==> src/rtl/ocg_pkg.sv <==
package ocg_pkg;

  typedef enum logic [2:0] {
    OCM_FREEZE = 3'b000,
    OCM_SET    = 3'b001,
    OCM_CLR    = 3'b010,
    OCM_TOGGLE = 3'b011,
    OCM_LOW    = 3'b100,
    OCM_HIGH   = 3'b101,
    OCM_PWM_A  = 3'b110,
    OCM_PWM_B  = 3'b111
  } ocm_e;

  localparam logic [1:0] ADDR_CTRL = 2'd0;
  localparam logic [1:0] ADDR_CMP  = 2'd1;

  localparam int CTL_DIR_LSB  = 0;
  localparam int CTL_PRELOAD  = 2;
  localparam int CTL_CLR_EN   = 3;
  localparam int CTL_MODE_LSB = 4;
  localparam int CTL_POL_P    = 7;
  localparam int CTL_POL_N    = 8;
  localparam int CTL_W        = 9;

  localparam logic [1:0] LOCK_MODE_LVL = 2'd3;
  localparam logic [1:0] DIR_COMPARE   = 2'b00;

  typedef struct packed {
    logic       pol_n;
    logic       pol_p;
    ocm_e       mode;
    logic       clr_en;
    logic       preload;
    logic [1:0] dir;
  } ocg_cfg_t;

endpackage

==> src/rtl/ocg_cfg_regs.sv <==
module ocg_cfg_regs
  import ocg_pkg::*;
#(
  parameter int CNT_W = 16
) (
  input  logic             clk,
  input  logic             rst_n,
  input  logic             wr_en_i,
  input  logic [1:0]       wr_addr_i,
  input  logic [CNT_W-1:0] wr_data_i,
  input  logic [1:0]       lock_lvl_i,
  input  logic             upd_evt_i,
  output ocg_cfg_t         cfg_o,
  output logic [CNT_W-1:0] cmp_act_o
);

  ocg_cfg_t         cfg_q, cfg_d;
  logic [CNT_W-1:0] shd_q, shd_d;
  logic [CNT_W-1:0] act_q, act_d;
  logic             ctl_wr, cmp_wr, mode_locked;
  logic             cfg_en, shd_en, act_en;

  assign ctl_wr      = wr_en_i && (wr_addr_i == ADDR_CTRL);
  assign cmp_wr      = wr_en_i && (wr_addr_i == ADDR_CMP);
  assign mode_locked = (lock_lvl_i == LOCK_MODE_LVL) && (cfg_q.dir == DIR_COMPARE);

  always_comb begin
    cfg_d         = cfg_q;
    cfg_d.dir     = wr_data_i[CTL_DIR_LSB +: 2];
    cfg_d.preload = wr_data_i[CTL_PRELOAD];
    cfg_d.clr_en  = wr_data_i[CTL_CLR_EN];
    cfg_d.pol_p   = wr_data_i[CTL_POL_P];
    cfg_d.pol_n   = wr_data_i[CTL_POL_N];
    if (!mode_locked) begin
      cfg_d.mode = ocm_e'(wr_data_i[CTL_MODE_LSB +: 3]);
    end
  end

  always_comb begin
    shd_d  = wr_data_i;
    shd_en = cmp_wr;
    act_d  = act_q;
    act_en = 1'b0;
    if (cmp_wr && !cfg_q.preload) begin
      act_d  = wr_data_i;
      act_en = 1'b1;
    end else if (upd_evt_i) begin
      act_d  = cmp_wr ? wr_data_i : shd_q;
      act_en = 1'b1;
    end
  end

  assign cfg_en = ctl_wr;

  always_ff @(posedge clk or negedge rst_n) begin
    if (!rst_n) begin
      cfg_q <= '{pol_n: 1'b0, pol_p: 1'b0, mode: OCM_FREEZE,
                 clr_en: 1'b0, preload: 1'b0, dir: DIR_COMPARE};
    end else if (cfg_en) begin
      cfg_q <= cfg_d;
    end
  end

  always_ff @(posedge clk or negedge rst_n) begin
    if (!rst_n) begin
      shd_q <= '0;
    end else if (shd_en) begin
      shd_q <= shd_d;
    end
  end

  always_ff @(posedge clk or negedge rst_n) begin
    if (!rst_n) begin
      act_q <= '0;
    end else if (act_en) begin
      act_q <= act_d;
    end
  end

  assign cfg_o     = cfg_q;
  assign cmp_act_o = act_q;

  AST_LOCK_HOLDS_MODE: assert property (@(posedge clk) disable iff (!rst_n)
    (ctl_wr && lock_lvl_i == LOCK_MODE_LVL && cfg_q.dir == DIR_COMPARE) |=> $stable(cfg_q.mode));

  AST_PRELOAD_HOLDS_ACT: assert property (@(posedge clk) disable iff (!rst_n)
    (cmp_wr && cfg_q.preload && !upd_evt_i) |=> $stable(act_q));

  AST_DIRECT_WRITE: assert property (@(posedge clk) disable iff (!rst_n)
    (cmp_wr && !cfg_q.preload) |=> (act_q == $past(wr_data_i)));

endmodule

==> src/rtl/ocg_ref_gen.sv <==
module ocg_ref_gen
  import ocg_pkg::*;
#(
  parameter int CNT_W = 16
) (
  input  logic             clk,
  input  logic             rst_n,
  input  ocm_e             mode_i,
  input  logic             clr_en_i,
  input  logic             ext_clr_i,
  input  logic [CNT_W-1:0] cnt_i,
  input  logic             cnt_down_i,
  input  logic [CNT_W-1:0] cmp_i,
  output logic             ref_o
);

  logic ref_q, ref_d;
  logic hit, above, pwm_a, clr_req;

  assign hit     = (cnt_i == cmp_i);
  assign above   = (cnt_i > cmp_i);
  assign pwm_a   = cnt_down_i ? above : !above;
  assign clr_req = clr_en_i && ext_clr_i;

  always_comb begin
    ref_d = ref_q;
    unique case (mode_i)
      OCM_FREEZE: ref_d = ref_q;
      OCM_SET:    if (hit) ref_d = 1'b1;
      OCM_CLR:    if (hit) ref_d = 1'b0;
      OCM_TOGGLE: if (hit) ref_d = !ref_q;
      OCM_LOW:    ref_d = 1'b0;
      OCM_HIGH:   ref_d = 1'b1;
      OCM_PWM_A:  ref_d = pwm_a;
      OCM_PWM_B:  ref_d = !pwm_a;
      default:    ref_d = ref_q;
    endcase
    if (clr_req) begin
      ref_d = 1'b0;
    end
  end

  always_ff @(posedge clk or negedge rst_n) begin
    if (!rst_n) begin
      ref_q <= 1'b0;
    end else begin
      ref_q <= ref_d;
    end
  end

  assign ref_o = ref_q;

  AST_FREEZE_STABLE: assert property (@(posedge clk) disable iff (!rst_n)
    (mode_i == OCM_FREEZE && !clr_req) |=> $stable(ref_q));

  AST_TOGGLE_FLIPS: assert property (@(posedge clk) disable iff (!rst_n)
    (mode_i == OCM_TOGGLE && hit && !clr_req) |=> (ref_q != $past(ref_q)));

  AST_FORCE_LOW: assert property (@(posedge clk) disable iff (!rst_n)
    (mode_i == OCM_LOW) |=> !ref_q);

  AST_FORCE_HIGH: assert property (@(posedge clk) disable iff (!rst_n)
    (mode_i == OCM_HIGH && !clr_req) |=> ref_q);

  AST_EXT_CLEAR: assert property (@(posedge clk) disable iff (!rst_n)
    clr_req |=> !ref_q);

endmodule

==> src/rtl/ocg_out_stage.sv <==
module ocg_out_stage #(
  parameter int NPIN = 2
) (
  input  logic            ref_i,
  input  logic            en_i,
  input  logic [NPIN-1:0] pol_i,
  output logic [NPIN-1:0] pin_o
);

  for (genvar g = 0; g < NPIN; g++) begin : g_pin
    logic base;
    if (g % 2 == 0) begin : g_true
      assign base = ref_i;
    end else begin : g_comp
      assign base = !ref_i;
    end
    assign pin_o[g] = en_i && (base ^ pol_i[g]);
  end

endmodule

==> src/rtl/ocg_channel.sv <==
module ocg_channel
  import ocg_pkg::*;
#(
  parameter int CNT_W = 16
) (
  input  logic             clk,
  input  logic             rst_n,
  input  logic [CNT_W-1:0] cnt_i,
  input  logic             cnt_down_i,
  input  logic             upd_evt_i,
  input  logic             ext_clr_i,
  input  logic [1:0]       lock_lvl_i,
  input  logic             wr_en_i,
  input  logic [1:0]       wr_addr_i,
  input  logic [CNT_W-1:0] wr_data_i,
  output logic             ref_o,
  output logic             out_p_o,
  output logic             out_n_o
);

  localparam int NPIN = 2;

  logic [1:0]       rst_sync_q;
  logic             rst_int_n;
  ocg_cfg_t         cfg;
  logic [CNT_W-1:0] cmp_act;
  logic             ref_w;
  logic [NPIN-1:0]  pins;
  logic             out_en;

  always_ff @(posedge clk or negedge rst_n) begin
    if (!rst_n) begin
      rst_sync_q <= 2'b00;
    end else begin
      rst_sync_q <= {rst_sync_q[0], 1'b1};
    end
  end
  assign rst_int_n = rst_sync_q[1];

  ocg_cfg_regs #(.CNT_W(CNT_W)) u_cfg (
    .clk        (clk),
    .rst_n      (rst_int_n),
    .wr_en_i    (wr_en_i),
    .wr_addr_i  (wr_addr_i),
    .wr_data_i  (wr_data_i),
    .lock_lvl_i (lock_lvl_i),
    .upd_evt_i  (upd_evt_i),
    .cfg_o      (cfg),
    .cmp_act_o  (cmp_act)
  );

  ocg_ref_gen #(.CNT_W(CNT_W)) u_ref (
    .clk        (clk),
    .rst_n      (rst_int_n),
    .mode_i     (cfg.mode),
    .clr_en_i   (cfg.clr_en),
    .ext_clr_i  (ext_clr_i),
    .cnt_i      (cnt_i),
    .cnt_down_i (cnt_down_i),
    .cmp_i      (cmp_act),
    .ref_o      (ref_w)
  );

  assign out_en = (cfg.dir == DIR_COMPARE);

  ocg_out_stage #(.NPIN(NPIN)) u_out (
    .ref_i (ref_w),
    .en_i  (out_en),
    .pol_i ({cfg.pol_n, cfg.pol_p}),
    .pin_o (pins)
  );

  assign ref_o   = ref_w;
  assign out_p_o = pins[0];
  assign out_n_o = pins[1];

  AST_INPUT_DIR_PINS_LOW: assert property (@(posedge clk) disable iff (!rst_int_n)
    (cfg.dir != DIR_COMPARE) |-> (!out_p_o && !out_n_o));

  AST_PIN_POLARITY: assert property (@(posedge clk) disable iff (!rst_int_n)
    (cfg.dir == DIR_COMPARE) |-> ((out_p_o ^ out_n_o) == !(cfg.pol_p ^ cfg.pol_n)));

endmodule

==> config.mk <==
export PLATFORM = sky130hd
export DESIGN_NAME = ocg_channel
export DESIGN_NICKNAME = d
export VERILOG_FILES = /design/src/rtl/ocg_pkg.sv /design/src/rtl/ocg_cfg_regs.sv /design/src/rtl/ocg_ref_gen.sv /design/src/rtl/ocg_out_stage.sv /design/src/rtl/ocg_channel.sv
export SDC_FILE = /design/constraint.sdc
export NUM_CORES = 1
export LEC_CHECK = 0
export ABC_AREA = 1
export BUFFER_PORTS_ARGS = -buffer_cell sky130_fd_sc_hd__buf_2
export CAP_MARGIN = 25
export CORE_MARGIN = 5
export CORE_UTILIZATION = 50
export CTS_CLUSTER_DIAMETER = 80
export CTS_CLUSTER_SIZE = 24
export DETAILED_ROUTE_END_ITERATION = 10
export PLACE_DENSITY_LB_ADDON = 0.08
export SETUP_SLACK_MARGIN = 0.5
export SKIP_LAST_GASP = 1
export SLEW_MARGIN = 0
export SYNTH_ARGS = -nofsm -noshare
export SYNTH_HDL_FRONTEND = slang
export SYNTH_SLANG_ARGS = --single-unit
==> constraint.sdc <==
create_clock -name clk -period 4.1 [get_ports clk]
set_input_delay 0.41 -clock clk [delete_from_list [all_inputs] [get_ports clk]]
set_output_delay 0.41 -clock clk [all_outputs]
set_load 0.02 [all_outputs]
==> results of run 1 <==
final cells by class:
cell class                 instances  area, µm²  area share, %
clock buffer                       6       72.6           2.83
timing repair buffer              46        238           9.28
clock inverter                     1       5.00          0.195
inverter                          41        156           6.11
multi-input combinational        168        923           36.1
sequential                        44       1100           43.0
tap                               52       65.1           2.54
stage by stage:
step           power [mW]  utilization (%)  instance area, µm²  cells  hold slack [ns]
2_1_floorplan       0.739                -                2230    258            0.114
3_3_place_gp        0.811             56.8                2470    350            0.195
6_report             1.06             58.8                2560    358            0.311
5_1_grt              1.14             58.8                2560    358            0.357
3_5_place_dp        0.818             56.8                2470    350            0.198
4_1_cts              1.08             58.8                2560    358            0.339
flip-flops by register name, summed over array words and instances, names as in the netlist:
signal           flops
u_ref.ref_o          1
u_cfg.shd_q         16
rst_sync_q           2
u_cfg.cfg_o          9
u_cfg.cmp_act_o     16
cells in the final DEF, fill, tap and decap left out, types with 3 or more instances in the layout:
| cell type | netlist | routed |
|---|---|---|
| inv_1 | 39 | 39 |
| nor2_1 | 7 | 7 |
| nand2_1 | 81 | 81 |
| nor3_1 | 3 | 3 |
| nand3_1 | 6 | 6 |
| clkbuf_8 | 0 | 5 |
| o21ai_2 | 8 | 8 |
| buf_2 | 0 | 44 |
| ha_1 | 16 | 16 |
| a21oi_1 | 8 | 8 |
| o21ai_0 | 27 | 27 |
| o21ai_1 | 3 | 3 |
| dfrtp_1 | 44 | 44 |
synth_stat cells, drive strengths merged:
cell type	count	area (µm²)
nand2	81	304
dfrtp	44	1100
inv	40	153
o21ai	38	220
ha	16	200
a21oi	8	40.0
nand3	7	40.0
nor2	7	26.3
buf	5	48.8
nor3	4	31.3
a21o	1	7.51
clkinv	1	3.75
conb	1	3.75
mux2	1	11.3
nand4	1	6.26
nor2b	1	6.26
o21bai	1	18.8
o31ai	1	7.51
cells by family after synthesis:
logic type      synth area share (%)
simple gates                    18.6
compound gates                  13.2
buf+inv                         9.20
flops                           49.4
fa+ha+maj                       8.98
mux                            0.505
other cells                    0.168
final timing paths:
check                                    start                  to  slack, ns  depth (start not counted)
min reg2reg                      rst_sync_q[1]  u_cfg.cmp_act_o[2]       0.31                          1
min in group clk                  wr_data_i[8]      u_cfg.cfg_o[8]       0.36                          3
min                              rst_sync_q[1]  u_cfg.cmp_act_o[2]       0.31                          1
max in group asynchronous        rst_sync_q[1]     u_cfg.shd_q[11]       3.42                          1
max                               wr_addr_i[0]  u_cfg.cmp_act_o[0]       2.21                          6
max reg2reg                u_cfg.cmp_act_o[15]         u_ref.ref_o       2.28                         12
where the power goes:
| part | total (mW) | internal (mW) | leakage (nW) | switching, mW |
|---|---|---|---|---|
| Clock | 0.255 | 0.116 | 0.0410 | 0.139 |
| Combinational | 0.269 | 0.106 | 0.800 | 0.163 |
| Sequential | 0.537 | 0.506 | 0.550 | 0.0314 |
metal layers:
layer / vias up / GRT usage [%]
li1: 904 / -
met1: 728 / 20.4
met2: 36 / 21.9
met3: 6 / 4.10
met4: 0 / 4.72
met5: - / 0
timing repair:
item,CTS,global route
hold endpoints to repair,2,0
gates resized for setup,0,0
hold buffers,1,0
critical path: stages:
cell,delay [ns]
buf_2,0.09
inv_1,0.05
nor3_4,0.35
inv_4,0.19
o21bai_4,0.55
mux2_2,0.40
==> impl_results.md, run 1 <==
- Status: completed
- Synthesized flop and latch total: 44
- Dpl ws: 1.89 ns
- DRT antenna net count: 0
- Final period util: 46.2%
- Worst setup SP type: primary input
- Die Width: 76.8 µm
- Max-slew violation count: 0
- Worst slew pin tran: 0.637 ns
- Sequential share of the synthesized area: 49.4%
- Final #Nets: 364
- FMAX: 528 MHz
- Pin count of the biggest net entering global routing: 43
- CTS max path bufs: 2
- Setup TNS Final: 0 ns
- Critical path type: primary input to flip-flop
- Vias: 1674
- Max-cap violations: 0
- CP Max Fanout: 31
- Post-CTS Setup Inserts: 0
- Remaining DRCs: 0
- Setup ws final: 2.21 ns
- Die Y: 76.8 µm
- PD cells: 414 mW/mm²
- Fraction of layout cells with a size suffix above 1: 20.9%
- Syn nets: 316
- Rel. slew slack: 57.4%
- Total gr overflow: 0
- # rows: 24
- Cts bufs inserted: 5
- Die area: 0.00589 mm²
- Static Leakage: 1.39 nW
- Fillers: 408
- Synth-to-Final Area Change: 14.9%
- Min cycle time layout: 1.89 ns
- Cell Area, Synth: 0.00223 mm²
- Initial Util: 51.2%
- PortBufs: 44
- CP Capture Type: flip-flop
- # IOs: 45
- Drt first pass iters: 4
- Initial antenna violation count: 0
- Met2 WL post-DR: 1690 µm
- Post-synth cell types: 24
- Setup violators final: 0
- Sink Count: 44
- Clock Latency Late Sink: 0.29 ns
- Post-DR wirelength/cell: 11.5 µm
- CTS tree: built
- Met3 routed WL: 267 µm
- Drt total wl: 4130 µm
- Critical Path AT: 2.07 ns
- Global-route wire length before repair: 7070 µm
- Maximum vdd drop: 0.000231 V
- Metal1 wirelength: 2120 µm
- Clock transition at the registers of the reported paths: 0.07 ns
- DR top layer: met4
- Critical Path RT: 4.28 ns
- RSZ-0062 raised after global routing: false
- Syn. warnings: 0
- Synth Area per Inst: 8.64 µm²
- H-tree lvl count: 2
- GR Util All Layers: 14.6%
- Final Hold Fails: 0
- Drt initial violations: 81
- Root Buffer: clkbuf_8
- DP HPWL: 3190 µm
- Vias in the first global route: 1618
- Post-Synthesis Cells: 258
- Inserted Diodes: 0
- Vias per cell: 4.68
- Hold Crit Class: flip-flop to asynchronous set/reset pin
- Core box area: 0.00435 mm²
- GP Congestion: 0.758
- Setup Skew: 0.00559 ns
(Power assumes the default switching activity.)
==> run 2, diff against run 1 <==
ABC_AREA = 0   (was 1)
CORE_UTILIZATION = 49   (was 50)
clock period = 1.6 ns   (was 4.1 ns; I/O delays follow)
==> run 2 against run 1 <==
The run now ends with negative setup slack left. Global-route usage increased by 3.2 points. Clock skew decreased by 0.0026 ns. Highest routed layer unchanged. Largest power group unchanged. Non-clock buffer count increased by 18. Power increased to 3.1 times the previous value.
==> impl_results.md, run 2 <==
- Critical path type: flip-flop to flip-flop
- H-tree lvl count: 2
- Failing checks: negative setup slack
- Static Leakage: 1.42 nW
- Post-synth cell types: 32
- DRT antenna net count: 0
- Share of the synthesized area in the top cell type: 51.5%
- Syn. warnings: 0
- Vias: 1531
- Post-Synthesis Cells: 167
- Core Util, Final: 66.7%
- CTS tree: built
- Main flop type after synthesis: dfrtp_1
- Global-route wire length before repair: 8200 µm
- Rel. slew slack: 66.1%
- Clock transition at the registers of the reported paths: 0.08 ns
- Cell Area, Synth: 0.00214 mm²
- Final period util: 117%
- R2R Path End: u_ref.ref_o
- Syn nets: 225
- Remaining DRCs: 0
- Count leader, synth: dfrtp_1
- Drt total wl: 4810 µm
- Status: finished with violations
- Die area: 0.00578 mm²
- Number of synthesized flops with an enable pin: 0
- Setup TNS Final: -0.266 ns
- Setup ws final: -0.266 ns
- # rows: 24
- Sink Count: 44
- Synth Area in Adders: 9.37%
- GP Congestion: 0.786
- R2R cell count: 8
- Synth-to-Final Area Change: 34.0%
- Root Buffer: clkbuf_8
- Synthesized flop and latch total: 44
- Ranking of synthesized cells by area: dfrtp_1 (52%), mux2_2 (21%), ha_1 (9.4%)
- Hold WS: 0.108 ns
- Clock Latency Late Sink: 0.30 ns
- Die Width: 76.0 µm
- Post-route cell area: 0.00286 mm²
- Post-synth top cells: dfrtp_1 (44), mux2_2 (40), inv_1 (17)
- Cts bufs inserted: 5
- Mux contribution to synthesized area: 21.1%
- XOR/XNOR share of the synthesized area: 1.23%
- Fraction of layout cells with a size suffix above 1: 51.5%
- PortBufs: 44
- Drt initial violations: 34
- Simple-Gate Fraction of Synth Area: 7.20%
- RSZ-0062 raised after global routing: true
- CP Max Fanout: 4
- Initial Util: 49.8%
- Placed cell count: 274
- Compound-cell area share of the yosys netlist: 5.85%
- Commonest non-fill, non-tap cells in the layout: buf_2 (44), dfrtp_1 (43), mux2_2 (22), mux2_4 (18)
- Hold Crit Class: primary input to flip-flop
- GR Util All Layers: 17.8%
- Largest family of logic cells by synthesized area: multiplexers
- Vias in the first global route: 1782
- RR Startpoint: u_cfg.cmp_act_o[14]
- Inserted Diodes: 0
- Worst slew pin tran: 0.508 ns
- Final #Nets: 294
- Pwr Total: 3.26 mW
- Vias per cell: 5.30
- Async SR Flop Fraction: 100%
- R2R setup slack: -0.27 ns
- CP Capture Type: flip-flop
- CTS max path bufs: 2
- Die Y: 76.0 µm
- Worst setup SP type: flip-flop
- Final non-filler cell total: 289
- Pin count of the biggest net entering global routing: 23
- CP endpoint: u_ref.ref_o
- Maximum vdd drop: 0.000613 V
- Setup violators final: 1
- DP Area: 0.00265 mm²
- Post-synth top area cell: dfrtp_1
- Core box area: 0.00429 mm²
- Critical Path RT: 1.78 ns
- DP HPWL: 3550 µm
- Final Hold Fails: 0
- Post-DR wirelength/cell: 16.7 µm
- PD cells: 1140 mW/mm²
- Dpl ws: -0.263 ns
- Min cycle time layout: 1.87 ns
- Synth Area per Inst: 12.8 µm²
- Sequential share of the synthesized area: 51.5%
- FMAX: 536 MHz
- Most common cell after layout, fill and taps aside: buf_2
- # IOs: 45
- Setup Skew: 0.00297 ns
- Max-cap violations: 0
- Drt first pass iters: 4
- Initial antenna violation count: 0
- Max-slew violation count: 0
- Critical Path AT: 2.05 ns
- Crit path from: u_cfg.cmp_act_o[14]
- Total gr overflow: 0
[run 2: critical path, cell delays in order (launching register included)]
cell and delay [ns]:
dfrtp_1 0.37, inv_2 0.05, ha_4 0.28, nand4_1 0.17, nor4_1 0.35, buf_4 0.19
a21oi_1 0.06, o21ai_0 0.17, nand4_1 0.09
[run 2: power breakdown]
| group | internal [mW] | switching (mW) |
|---|---|---|
| Combinational | 0.612 | 0.435 |
| Clock | 0.352 | 0.368 |
| Sequential | 1.34 | 0.152 |
| Total | 2.31 | 0.956 |
[run 2: worst min-delay path by stage]
| stage | start | end | slack (ns) | cells after the start |
|---|---|---|---|---|
| final | wr_data_i[6] | u_cfg.cfg_o[6] | 0.11 | 2 |
| after CTS | wr_data_i[6] | u_cfg.cfg_o[6] | 0.10 | 2 |
| after floorplan | rst_n | rst_sync_q[0] | -0.14 | 0 |
| after detailed placement | rst_n | rst_sync_q[0] | -0.05 | 1 |
| after global routing | wr_data_i[6] | u_cfg.cfg_o[6] | 0.1 | 2 |
| after global placement | rst_n | rst_sync_q[0] | -0.05 | 1 |
[run 2: logic make-up after synthesis]
family	Yosys count
and+or+nand+nor	26
muxes	40
DFF	44
xor gates and xnor gates	3
adders and majority gates	16
buffers and inverters	19
other	1
AOI/OAI and AO/OA	18
[run 2: what timing repair did]
item / 4_1_cts / 5_1_grt
pin swaps: 6 / 2
hold buffers: 1 / 0
gates cloned: 1 / 0
buffers inserted: 5 / 0
endpoints found under the hold margin: 2 / 0
resized for setup: 10 / 3
endpoints found under the setup margin: 23 / 23
[run 2: final cells by class]
class / instances / area [µm²]
repair buffers: 64 / 430
well taps: 52 / 65.1
multi-input cells: 104 / 1110
fillers: 352 / 1430
clock buffers: 8 / 90.1
inverters: 17 / 63.8
flip-flops and latches: 44 / 1100
[run 2: routing by layer]
layer | vias up | global-route usage (%) | share of wire [%]
met3 | 15 | 5.32 | 4.4
met2 | 34 | 29.5 | 51
met4 | 0 | 8.19 | 2.9
met5 | - | 0 | 0
met1 | 749 | 21.2 | 42
li1 | 733 | - | -
==> run 3, diff against run 2 <==
CORE_MARGIN = not set   (was 5)
CORE_UTILIZATION = 50   (was 49)
SYNTH_HIERARCHICAL = 1   (was not set)
clock period = 2.39 ns   (was 1.6 ns; I/O delays follow)
==> run 3 against run 2 <==
The flow finishes with violations (design-rule violations). Register-to-register slack better by 0.78 ns. Hold slack better by 0.080 ns. Maximum frequency is 0.38% lower. Global-route usage is 1.4 points higher. Critical path depth stayed put. Sequential share of layout area is 0.23 points lower. Synthesized cell count is 3.6% higher. Largest cell class unchanged.
==> impl_results.md, run 3 <==
- Number of synthesized flops with an enable pin: 0
- Critical Path Stages: 8
- Max-cap violations: 0
- GP Congestion: 0.789
- Die Width: 70.5 µm
- Post-synth cell types: 38
- Critical path type: flip-flop to flip-flop
- FMAX: 534 MHz
- Core box area: 0.00444 mm²
- Critical Path AT: 2.09 ns
- Max-slew violation count: 0
- Drt total wl: 4400 µm
- Post-route cell area: 0.00288 mm²
- # rows: 24
- Fraction of layout cells with a size suffix above 1: 54.7%
- Cell Area, Synth: 0.00234 mm²
- Maximum vdd drop: 0.000392 V
- Synth Area in Adders: 8.54%
- Ranking of synthesized cells by area: dfrtp_1 (47%), mux2_4 (13%), mux2_2 (11%)
- DP HPWL: 3170 µm
- Worst setup SP type: flip-flop
- GR Util All Layers: 19.2%
- Dpl ws: 0.513 ns
- # IOs: 45
- Die area: 0.00497 mm²
- H-tree lvl count: 2
- CP max-delay cell: dfrtp_1
- Final #Nets: 290
- Synth-to-Final Area Change: 22.7%
- Hold path start: wr_data_i[9]
- Vias: 1492
- Setup violators final: 0
- Setup TNS Final: 0 ns
- Count leader, synth: dfrtp_1
- Async SR Flop Fraction: 100%
- Rel. slew slack: 30.7%
- Syn nets: 231
- Final period util: 78.4%
- Crit path from: u_cfg/cmp_act_o[10]
- Buf+Inv Stages, Crit Path: 1
- Synth Area per Inst: 13.6 µm²
- Compound-cell area share of the yosys netlist: 7.47%
- Largest family of logic cells by synthesized area: multiplexers
- Post-DR wirelength/cell: 15.5 µm
- Cts bufs inserted: 5
- DRT antenna net count: 0
- CTS tree: built
- Pin count of the biggest net entering global routing: 43
- RSZ-0062 raised after global routing: true
- Clock Latency Late Sink: 0.29 ns
- Failing checks: design-rule violations
- Initial antenna violation count: 0
- Global-route wire length before repair: 7240 µm
- Sequential share of the synthesized area: 47.0%
- Post-synth top area cell: dfrtp_1
- Sink Count: 44
- Hold depth: 2
- Setup ws final: 0.517 ns
- Post-Synthesis Cells: 173
- Clock transition at the registers of the reported paths: 0.08 ns
- Vias in the first global route: 1560
- Cell breakdown of the critical path: inv_2, ha_4, a21o_1, a21oi_2, a21boi_4, o211a_1, o31a_1, nor3_2
- Share of the synthesized area in the top cell type: 47.0%
- CP Capture Type: flip-flop
- DP Area: 0.00261 mm²
- Critical Path RT: 2.61 ns
- Remaining DRCs: 9
- Root Buffer: clkbuf_8
- CTS max path bufs: 2
- XOR/XNOR share of the synthesized area: 0.747%
- Hold Crit Class: primary input to flip-flop
- Simple-Gate Fraction of Synth Area: 8.22%
- Drt initial violations: 39
- Vias per cell: 5.25
- Static Leakage: 1.44 nW
- Mux contribution to synthesized area: 23.4%
- Worst slew pin tran: 1.04 ns
- Inserted Diodes: 0
- Die Y: 70.5 µm
- Setup Skew: 0.00497 ns
- CP max stage delay: 0.39 ns
- Syn. warnings: 6
- Min cycle time layout: 1.87 ns
- Post-synth top cells: dfrtp_1 (44), mux2_2 (22), mux2_4 (20)
- Status: finished with violations
- Total gr overflow: 0
- Cell family with most CP delay: compound AO/OA/AOI/OAI gates
- Commonest non-fill, non-tap cells in the layout: buf_2 (44), dfrtp_1 (44), mux2_2 (22), mux2_4 (20), inv_1 (15)
- Final Hold Fails: 0
- Initial Util: 52.8%
- Hold WS: 0.188 ns
- PortBufs: 44
- CP Max Fanout: 3
- Synthesized flop and latch total: 44
- RR Startpoint: u_cfg/cmp_act_o[10]
- Fillers: 354
- Drt first pass iters: 7
- R2R cell count: 8
- PD cells: 744 mW/mm²
- Main flop type after synthesis: dfrtp_1
-- run 3: area by class of cell --
| cell class | count | area [µm²] | area share [%] |
|---|---|---|---|
| inverter | 17 | 63.8 | 2.22 |
| tap | 52 | 65.1 | 2.26 |
| timing repair buffer | 55 | 305 | 10.6 |
| sequential | 44 | 1100 | 38.3 |
| clock buffer | 6 | 72.6 | 2.52 |
| clock inverter | 1 | 5.00 | 0.174 |
| multi-input combinational | 109 | 1260 | 43.9 |
-- run 3: final timing paths --
kind	to	slack (ns)
setup / recovery	u_ref/ref_o	0.52
hold / removal	u_cfg/shd_q[9]	0.19
setup reg to reg	u_ref/ref_o	0.52
hold reg to reg	u_cfg/cmp_act_o[12]	0.32
max in group asynchronous	u_cfg/cfg_o[4]	1.72
min in group asynchronous	rst_sync_q[0]	0.26
-- run 3: per-layer routing --
layer  GRT usage (%)  share of wire, %
met4            5.44              0.93
met2            31.6                50
met1            25.0                46
met5               0                 0
met3            5.05               2.9
-- run 3: report_power, final --
part           internal [mW]  leakage [nW]  switching, mW
registers              0.900         0.522         0.0895
clock network          0.199        0.0410          0.229
logic                  0.405         0.874          0.317
-- run 3: kinds of logic (layout without fill, tap and decap cells) --
| family | count (synthesis) | in the layout |
|---|---|---|
| buffers and inverters | 20 | 79 |
| and+or+nand+nor | 25 | 25 |
| xor gates and xnor gates | 2 | 2 |
| AOI/OAI and AO/OA | 23 | 23 |
| DFF | 44 | 44 |
| adders and majority gates | 16 | 16 |
| other | 1 | 1 |
| muxes | 42 | 42 |
-- run 3: timing repair --
item	CTS	global route
hold endpoints to repair	2	0
resized for setup	5	12
setup endpoints to repair	1	1
buffers inserted	0	7
hold buffers	1	0
pin swaps	2	16
-- run 3: metrics by stage --
step | util [%] | power [mW] | std cells
2_1_floorplan | - | 1.45 | 173
3_3_place_gp | 58.7 | 1.58 | 269
3_5_place_dp | 58.7 | 1.61 | 269
4_1_cts | 61.4 | 2.07 | 277
5_1_grt | 64.7 | 2.28 | 284
6_report | 64.7 | 2.14 | 284
